$ cat config.mk
export PLATFORM = sky130hd
export DESIGN_NAME = addr_latch_demux
export DESIGN_NICKNAME = d
export VERILOG_FILES = /design/src/rtl/alatch_pkg.sv /design/src/rtl/alatch_mode_dec.sv /design/src/rtl/alatch_sel_guard.sv /design/src/rtl/alatch_bank.sv /design/src/rtl/addr_latch_demux.sv
export SDC_FILE = /design/constraint.sdc
export NUM_CORES = 1
export LEC_CHECK = 0
export BUFFER_PORTS_ARGS = -buffer_cell sky130_fd_sc_hd__buf_2
export CAP_MARGIN = 20
export CORE_AREA = 2 2 39 41
export CTS_CLUSTER_SIZE = 28
export DETAILED_ROUTE_END_ITERATION = 8
export DIE_AREA = 0 0 41 43
export PLACE_DENSITY_LB_ADDON = 0.2
export SLEW_MARGIN = 20
export SYNTH_ARGS = -nofsm -noshare
export SYNTH_HDL_FRONTEND = slang
export SYNTH_SLANG_ARGS = --single-unit
$ cat constraint.sdc
create_clock -name clk -period 3.14 [get_ports clk]
set_input_delay 0.157 -clock clk [delete_from_list [all_inputs] [get_ports clk]]
set_output_delay 0.157 -clock clk [all_outputs]
set_load 0.005 [all_outputs]
$ cat src/rtl/alatch_pkg.sv
package alatch_pkg;
  // Mode code is {clr_n, en_n}
  typedef enum logic [1:0] {
    M_DECODE = 2'b00,
    M_ZERO   = 2'b01,
    M_WRITE  = 2'b10,
    M_HOLD   = 2'b11
  } mode_e;

  function automatic mode_e to_mode(input logic clr_n, input logic en_n);
    return mode_e'({clr_n, en_n});
  endfunction
endpackage

$ cat src/rtl/alatch_mode_dec.sv
module alatch_mode_dec
  import alatch_pkg::*;
(
  input  logic  clr_n,
  input  logic  en_n,
  output mode_e mode
);
  always_comb mode = to_mode(clr_n, en_n);
endmodule

$ cat src/rtl/alatch_sel_guard.sv
module alatch_sel_guard
  import alatch_pkg::*;
#(
  parameter int AW = 3
) (
  input  logic          clk,
  input  logic          rst,
  input  mode_e         mode,
  input  logic [AW-1:0] sel,
  output logic [AW-1:0] wr_sel
);
  logic [AW-1:0] cap_q;

  // The select is frozen for as long as write mode lasts
  always_ff @(posedge clk) begin
    if (rst)                  cap_q <= '0;
    else if (mode != M_WRITE) cap_q <= sel;
  end

  assign wr_sel = cap_q;
endmodule

$ cat src/rtl/alatch_bank.sv
module alatch_bank
  import alatch_pkg::*;
#(
  parameter int AW = 3,
  localparam int N = 1 << AW
) (
  input  logic          clk,
  input  logic          rst,
  input  mode_e         mode,
  input  logic [AW-1:0] wr_sel,
  input  logic [AW-1:0] live_sel,
  input  logic          din,
  output logic [N-1:0]  q
);
  genvar i;
  generate
    for (i = 0; i < N; i++) begin : g_cell
      logic bit_q;
      logic bit_d;
      always_comb begin
        unique case (mode)
          M_WRITE:  bit_d = (wr_sel == AW'(i)) ? din : bit_q;
          M_HOLD:   bit_d = bit_q;
          M_DECODE: bit_d = (live_sel == AW'(i)) ? din : 1'b0;
          default:  bit_d = 1'b0;
        endcase
      end
      always_ff @(posedge clk) begin
        if (rst) bit_q <= 1'b0;
        else     bit_q <= bit_d;
      end
      assign q[i] = bit_q;
    end
  endgenerate
endmodule

$ cat src/rtl/addr_latch_demux.sv
module addr_latch_demux
  import alatch_pkg::*;
#(
  parameter int AW = 3,
  localparam int N = 1 << AW
) (
  input  logic          clk,
  input  logic          rst,
  input  logic          clr_n,
  input  logic          en_n,
  input  logic [AW-1:0] sel,
  input  logic          din,
  output logic [N-1:0]  q
);
  mode_e         mode;
  logic [AW-1:0] wr_sel;

  alatch_mode_dec u_dec (
    .clr_n (clr_n),
    .en_n  (en_n),
    .mode  (mode)
  );

  alatch_sel_guard #(.AW(AW)) u_guard (
    .clk    (clk),
    .rst    (rst),
    .mode   (mode),
    .sel    (sel),
    .wr_sel (wr_sel)
  );

  alatch_bank #(.AW(AW)) u_bank (
    .clk      (clk),
    .rst      (rst),
    .mode     (mode),
    .wr_sel   (wr_sel),
    .live_sel (sel),
    .din      (din),
    .q        (q)
  );
endmodule

==> results of run 1 <==
[registers in the layout (all words and copies together), names as in the netlist]
register / count
u_bank.g_cell.bit_q: 8
u_guard.wr_sel: 3
[report_power, final]
| group | switching [mW] | leakage, nW | internal [mW] |
|---|---|---|---|
| sequential | 0.00769 | 0.0895 | 0.143 |
| clock | 0.0498 | 0.0150 | 0.0491 |
| combinational | 0.0180 | 0.156 | 0.0140 |
| total | 0.0755 | 0.261 | 0.206 |
[final cells by class]
cell class	count	area [µm²]	share of cell area [%]
Sequential cell	11	220	31.7
Clock buffer	4	26.3	3.78
Multi-Input combinational cell	47	345	49.7
Timing Repair Buffer	15	75.1	10.8
Inverter	2	7.51	1.08
Tap cell	16	20.0	2.88
[routing by layer]
layer / GRT usage [%] / vias up / part of all wire, %
met2: 25.6 / 16 / 48
met4: 10.0 / 0 / 1.9
met1: 25.6 / 262 / 46
met3: 3.14 / 4 / 4.4
met5: 0 / - / 0
li1: - / 281 / -
[cells in the final DEF (no fill, tap or decap), drive strengths merged]
| master | Yosys | layout |
|---|---|---|
| buf | 11 | 15 |
| dfxtp | 11 | 11 |
| o211ai | 7 | 7 |
| o311ai | 6 | 6 |
| nor2 | 5 | 5 |
| nand3 | 5 | 5 |
| nand2b | 4 | 4 |
| clkbuf | 2 | 4 |
| nand2 | 3 | 3 |
| nand4 | 3 | 3 |
| mux2i | 3 | 3 |
| nand4b | 3 | 3 |
| nor2b | 2 | 2 |
| inv | 2 | 2 |
| or4b | 2 | 2 |
| nor4b | 1 | 1 |
| and4bb | 1 | 1 |
| and2b | 1 | 1 |
| or4 | 1 | 1 |
[how the worst max path moves through the flow]
stage / from / endpoint / slack (ps) / cells after the start
final: u_guard.wr_sel[1] / u_bank.g_cell[2].bit_q / 1790 / 3
after CTS: u_guard.wr_sel[1] / u_bank.g_cell[2].bit_q / 1810 / 3
after global placement: u_guard.wr_sel[1] / u_bank.g_cell[2].bit_q / 1860 / 3
after global routing: u_guard.wr_sel[1] / u_bank.g_cell[3].bit_q / 1640 / 3
after detailed placement: u_guard.wr_sel[1] / u_bank.g_cell[2].bit_q / 1830 / 3
after floorplan: u_guard.wr_sel[2] / u_bank.g_cell[1].bit_q / 2030 / 3
[worst reg2reg max path: stages (launching register included)]
cell and delay, ps:
dfxtp_1 590, or4b_1 470, nand3_1 90, o211ai_1 80
[cell families after synthesis]
logic type,after synthesis
flip-flops,11
multiplexers,3
AND/OR/NAND/NOR,31
AO/OA/AOI/OAI,13
buffers and inverters,15
==> flow_summary.ini, run 1 <==
[run_status]
status = completed

[timing]
finalSetupViolCount = 0
grt_setup_unrepaired = false
final-max-slew-violation-count = 0
worst_pin_slew_ps = 509
holdWs_ps = 144
fin_crit_sh_pct = 42.8
finalSetupTns_ps = 0
fin_skew_ps = 5.34
max_slew_margin_pct = 66.0
final_hold_viol_count = 0
layout_setup_ws_ps = 1790
fin_crit_ps = 1350
fmax_ghz = 0.743

[worst_hold_path]
hold_depth = 2
hp-class = input port to flip-flop
min_to = u_guard.wr_sel[2]
worst_hold_startpoint = rst

[placed_design]
place_congestion = 0.827
dp_slack_ps = 1830
dp_hpwl_um = 960
dp.cells = 91
io_buffers = 15
placed_area_um2 = 668

[route]
num_vias = 563
totalWireLength_mm = 1.32
vias_per_cell = 5.93
drt-wirelength-per-cell_um = 13.9
first_iter_violations = 8
ant_nets = 0
drc_errors = 0
drt_pass1_iterations = 4

[critical_path]
critPathLaunchType = flip-flop
critical_path.cell_chain = or4b_1, nand3_1, o211ai_1
path_buf_inv = 0
critical_path_arrival_ps = 1500
crit_fanout = 15
max_stage_delay_ps = 590
critPathTopFamily = flip-flops
worst_r2r_endpoint = u_bank.g_cell[2].bit_q
critPathRequiredTime_ps = 3290
critPathCaptureType = flip-flop
ff2ff_setup_slack_ps = 1790
critPathSlowestCell = dfxtp_1
r2r_start = u_guard.wr_sel[1]
worstSetupPathType = flip-flop to flip-flop
r2r_cells = 3

[global_route]
grt_pass1_vias = 484
grt_first_pass_wirelength_mm = 2.19
grtUsageTotal_pct = 18.3
grt_antenna_before_repair = 0
grt_overflow = 0
grt_max_degree = 16

[floorplan]
dieArea_mm2 = 0.00176
die_x_um = 41
dieHeight_um = 43
io_pins = 16
rows = 14
coreArea_mm2 = 0.00138
initial_core_util_pct = 47.8

[clock_tree]
clkSinkCount = 11
path_clk_slew_ps = 80
cts_buffer_depth = 2
clock_latency_ps = 270
cts_hold_buf = 0
root_buffer = clkbuf_4
h-tree-depth = 1
cts_tree = done
cts_buffers = 3
cts_resized = 0
post_cts_buffers = 0

[layout]
diodes = 0
area_delta_synth_final_pct = 4.91
nets = 88
fin_area_um2 = 694
fillerInstances = 136
layout-drive-gt1-share_pct = 26.6
final_util_pct = 50.2
final_cells = 95

[synthesis]
synth_cells = 73
syn_area_per_cell_um2 = 9.07
yosys-top-cells-count = 11 x dfxtp_1, 8 x buf_4, 7 x o211ai_1
synth-seq-cells = 11
synthAdderAreaFrac_pct = 0
synthMuxAreaShare_pct = 4.54
async_flop_share_pct = 0
synth_flop_cell = dfxtp_1
yosysSeqAreaShare_pct = 33.3
netlist-cell-type-count = 22
synthTopCellsByArea = dfxtp_1 33%, buf_4 9.1%, o211ai_1 7.9%
synth_top_family_by_area = simple AND/OR/NAND/NOR gates
netlist_area_um2 = 662
synth_xor_area_share_pct = 0
netlist.area_leader.share_pct = 33.3
synth_compound_area_share_pct = 15.9
synth.most_common_cell = dfxtp_1
synth-edff-count = 0
syn_nets = 81
synthSimpleGateAreaFrac_pct = 31.8
synth_area_leader_cell = dfxtp_1
yosysWarnings = 0

[pwr]
p_total_mw = 0.282
p_leak_nw = 0.261
irDropWorstVdd_mv = 0.314
powerDensity_mw_per_mm2 = 406

[run]
cap_violations = 0
Note: power is estimated with default switching activity, not from simulation.
==> inputs of run 2 (changes only) <==
--- a/config.mk
+++ b/config.mk
@@ -7,10 +7,9 @@
 export LEC_CHECK = 0
 export BUFFER_PORTS_ARGS = -buffer_cell sky130_fd_sc_hd__buf_2
 export CAP_MARGIN = 20
-export CORE_AREA = 2 2 39 41
+export CORE_UTILIZATION = 50
 export CTS_CLUSTER_SIZE = 28
 export DETAILED_ROUTE_END_ITERATION = 8
-export DIE_AREA = 0 0 41 43
 export PLACE_DENSITY_LB_ADDON = 0.2
 export SLEW_MARGIN = 20
 export SYNTH_ARGS = -nofsm -noshare
==> constraint.sdc (replaced) <==
create_clock -name clk -period 1.3 [get_ports clk]
set_input_delay 0.065 -clock clk [delete_from_list [all_inputs] [get_ports clk]]
set_output_delay 0.065 -clock clk [all_outputs]
set_load 0.005 [all_outputs]
==> run 2 against run 1 <==
  * Cell area grew 5.0%
  * Core utilization grew 12 points
  * Cell count grew 3.2%
  * Clock power grew 140%
  * Worst setup slack lost 1700 ps
  * Register-to-register slack lost 1700 ps
  * Via count grew 5.7%
  * Critical path type unchanged
  * Critical endpoint unchanged
==> flow_summary.ini, run 2 (synthesis gave the netlist of run 1 again) <==
[run_status]
status = completed

[route]
totalWireLength_mm = 1.36
drc_errors = 0
first_iter_violations = 7
ant_nets = 0
drt-wirelength-per-cell_um = 13.8
num_vias = 595
vias_per_cell = 6.07
drt_pass1_iterations = 4

[pwr]
irDropWorstVdd_mv = 0.648
p_leak_nw = 0.287
power_frac_clock_pct = 34.4
p_total_mw = 0.695
power_frac_seq_pct = 51.8
p_comb_share_pct = 13.9
internal_power_mw = 0.510
powerDensity_mw_per_mm2 = 953
sw_frac_of_total_pct = 26.7
switching_power_mw = 0.185

[worst_hold_path]
min_to = u_guard.wr_sel[2]
hp-class = input port to flip-flop
hold_depth = 2
worst_hold_startpoint = rst

[timing]
finalSetupViolCount = 0
fin_crit_ps = 1250
max_slew_margin_pct = 78.3
grt_setup_unrepaired = false
fin_crit_sh_pct = 96.2
final-max-slew-violation-count = 0
fmax_ghz = 0.800
final_hold_viol_count = 0
fin_skew_ps = 3.22
finalSetupTns_ps = 0
worst_pin_slew_ps = 325

[clock_tree]
cts_resized = 0
root_buffer = clkbuf_4
cts_buffers = 3
cts_hold_buf = 0
cts_tree = done
post_cts_buffers = 0
cts_buffer_depth = 2
clkSinkCount = 11
path_clk_slew_ps = 70
h-tree-depth = 1
clock_latency_ps = 270

[floorplan]
dieHeight_um = 38.4
io_pins = 16
dieArea_mm2 = 0.00147
coreArea_mm2 = 0.00117
die_x_um = 38.4
initial_core_util_pct = 56.5
rows = 12

[global_route]
grt_first_pass_wirelength_mm = 2.14
use_met1_pct = 27.8
grt_overflow = 0
grt_pass1_vias = 503
met3_usage_pct = 3.49
grt_max_degree = 11
grtUsageTotal_pct = 21.7
gr-max-usage-layer = met2
grtUsageMet2_pct = 33.9
grt_antenna_before_repair = 0

[critical_path]
critPathRequiredTime_ps = 1460
worst_r2r_endpoint = u_bank.g_cell[2].bit_q
r2r_cells = 3
crit_fanout = 10
critPathLaunch = u_guard.wr_sel[1]
r2r_start = u_guard.wr_sel[1]
ff2ff_setup_slack_ps = 50
critPathCaptureType = flip-flop
critPathLaunchType = flip-flop
critical_path_arrival_ps = 1410
worstSetupPathType = flip-flop to flip-flop

[layout]
fin_area_um2 = 729
final_cell_mix = 15 x buf_2, 11 x dfxtp_1, 7 x o211ai_1
nets = 93
fillerInstances = 109
layout-drive-gt1-share_pct = 31.0
largest_reg_flops = 8
area_delta_synth_final_pct = 10.2
final_common_cell = buf_2
diodes = 0
top_register = u_bank.g_cell.bit_q
final_util_pct = 62.3

[placed_design]
place_congestion = 0.864
placed_area_um2 = 703
io_buffers = 15
dp_hpwl_mm = 1.02

[run]
cap_violations = 0
[run 2: metrics by stage]
step / setup WS (ps) / hold WS [ps] / std cells
2_1_floorplan: 190 / 137 / 73
3_3_place_gp: 85.5 / 331 / 94
3_5_place_dp: 65.4 / 339 / 94
4_1_cts: 54.9 / 49.3 / 98
5_1_grt: 5.29 / 61.3 / 98
6_report: 49.3 / 47.4 / 98
[run 2: how the worst max path moves through the flow]
stage / endpoint / slack, ps / depth (start not counted)
after floorplan: u_bank.g_cell[1].bit_q / 190 / 3
after global placement: u_bank.g_cell[2].bit_q / 90 / 3
after detailed placement: u_bank.g_cell[2].bit_q / 70 / 3
after CTS: u_bank.g_cell[2].bit_q / 50 / 3
after global routing: u_bank.g_cell[4].bit_q / 5 / 3
final: u_bank.g_cell[2].bit_q / 50 / 3
[run 2: cell type report]
| cell class | instances | area, µm² | share of cell area (%) |
|---|---|---|---|
| timing repair buffer | 20 | 113 | 15.4 |
| clock buffer | 4 | 26.3 | 3.60 |
| inverter | 2 | 7.51 | 1.03 |
| tap | 14 | 17.5 | 2.40 |
| multi-input combinational | 47 | 345 | 47.3 |
| sequential | 11 | 220 | 30.2 |
[run 2: per-layer routing]
metal / vias to the layer above / routed length [µm]
met2: 22 / 616
met5: - / 0
met3: 4 / 58
li1: 292 / -
met1: 277 / 658
met4: 0 / 23
[run 2: worst max-delay path, stage by stage, from the launching register on]
cell	delay (ps)
dfxtp_1	490
or4b_1	480
nand3_1	100
o211ai_1	70
[run 2: power by group through the flow]
| stage | combinational (mW) | clock, mW | sequential (mW) |
|---|---|---|---|
| floorplan | 0.0632 | 0 | 0.361 |
| global placement | 0.0933 | 0 | 0.366 |
| detailed placement | 0.0951 | 0 | 0.367 |
| CTS | 0.0955 | 0.242 | 0.359 |
| global route | 0.104 | 0.266 | 0.361 |
| finish | 0.0963 | 0.239 | 0.360 |
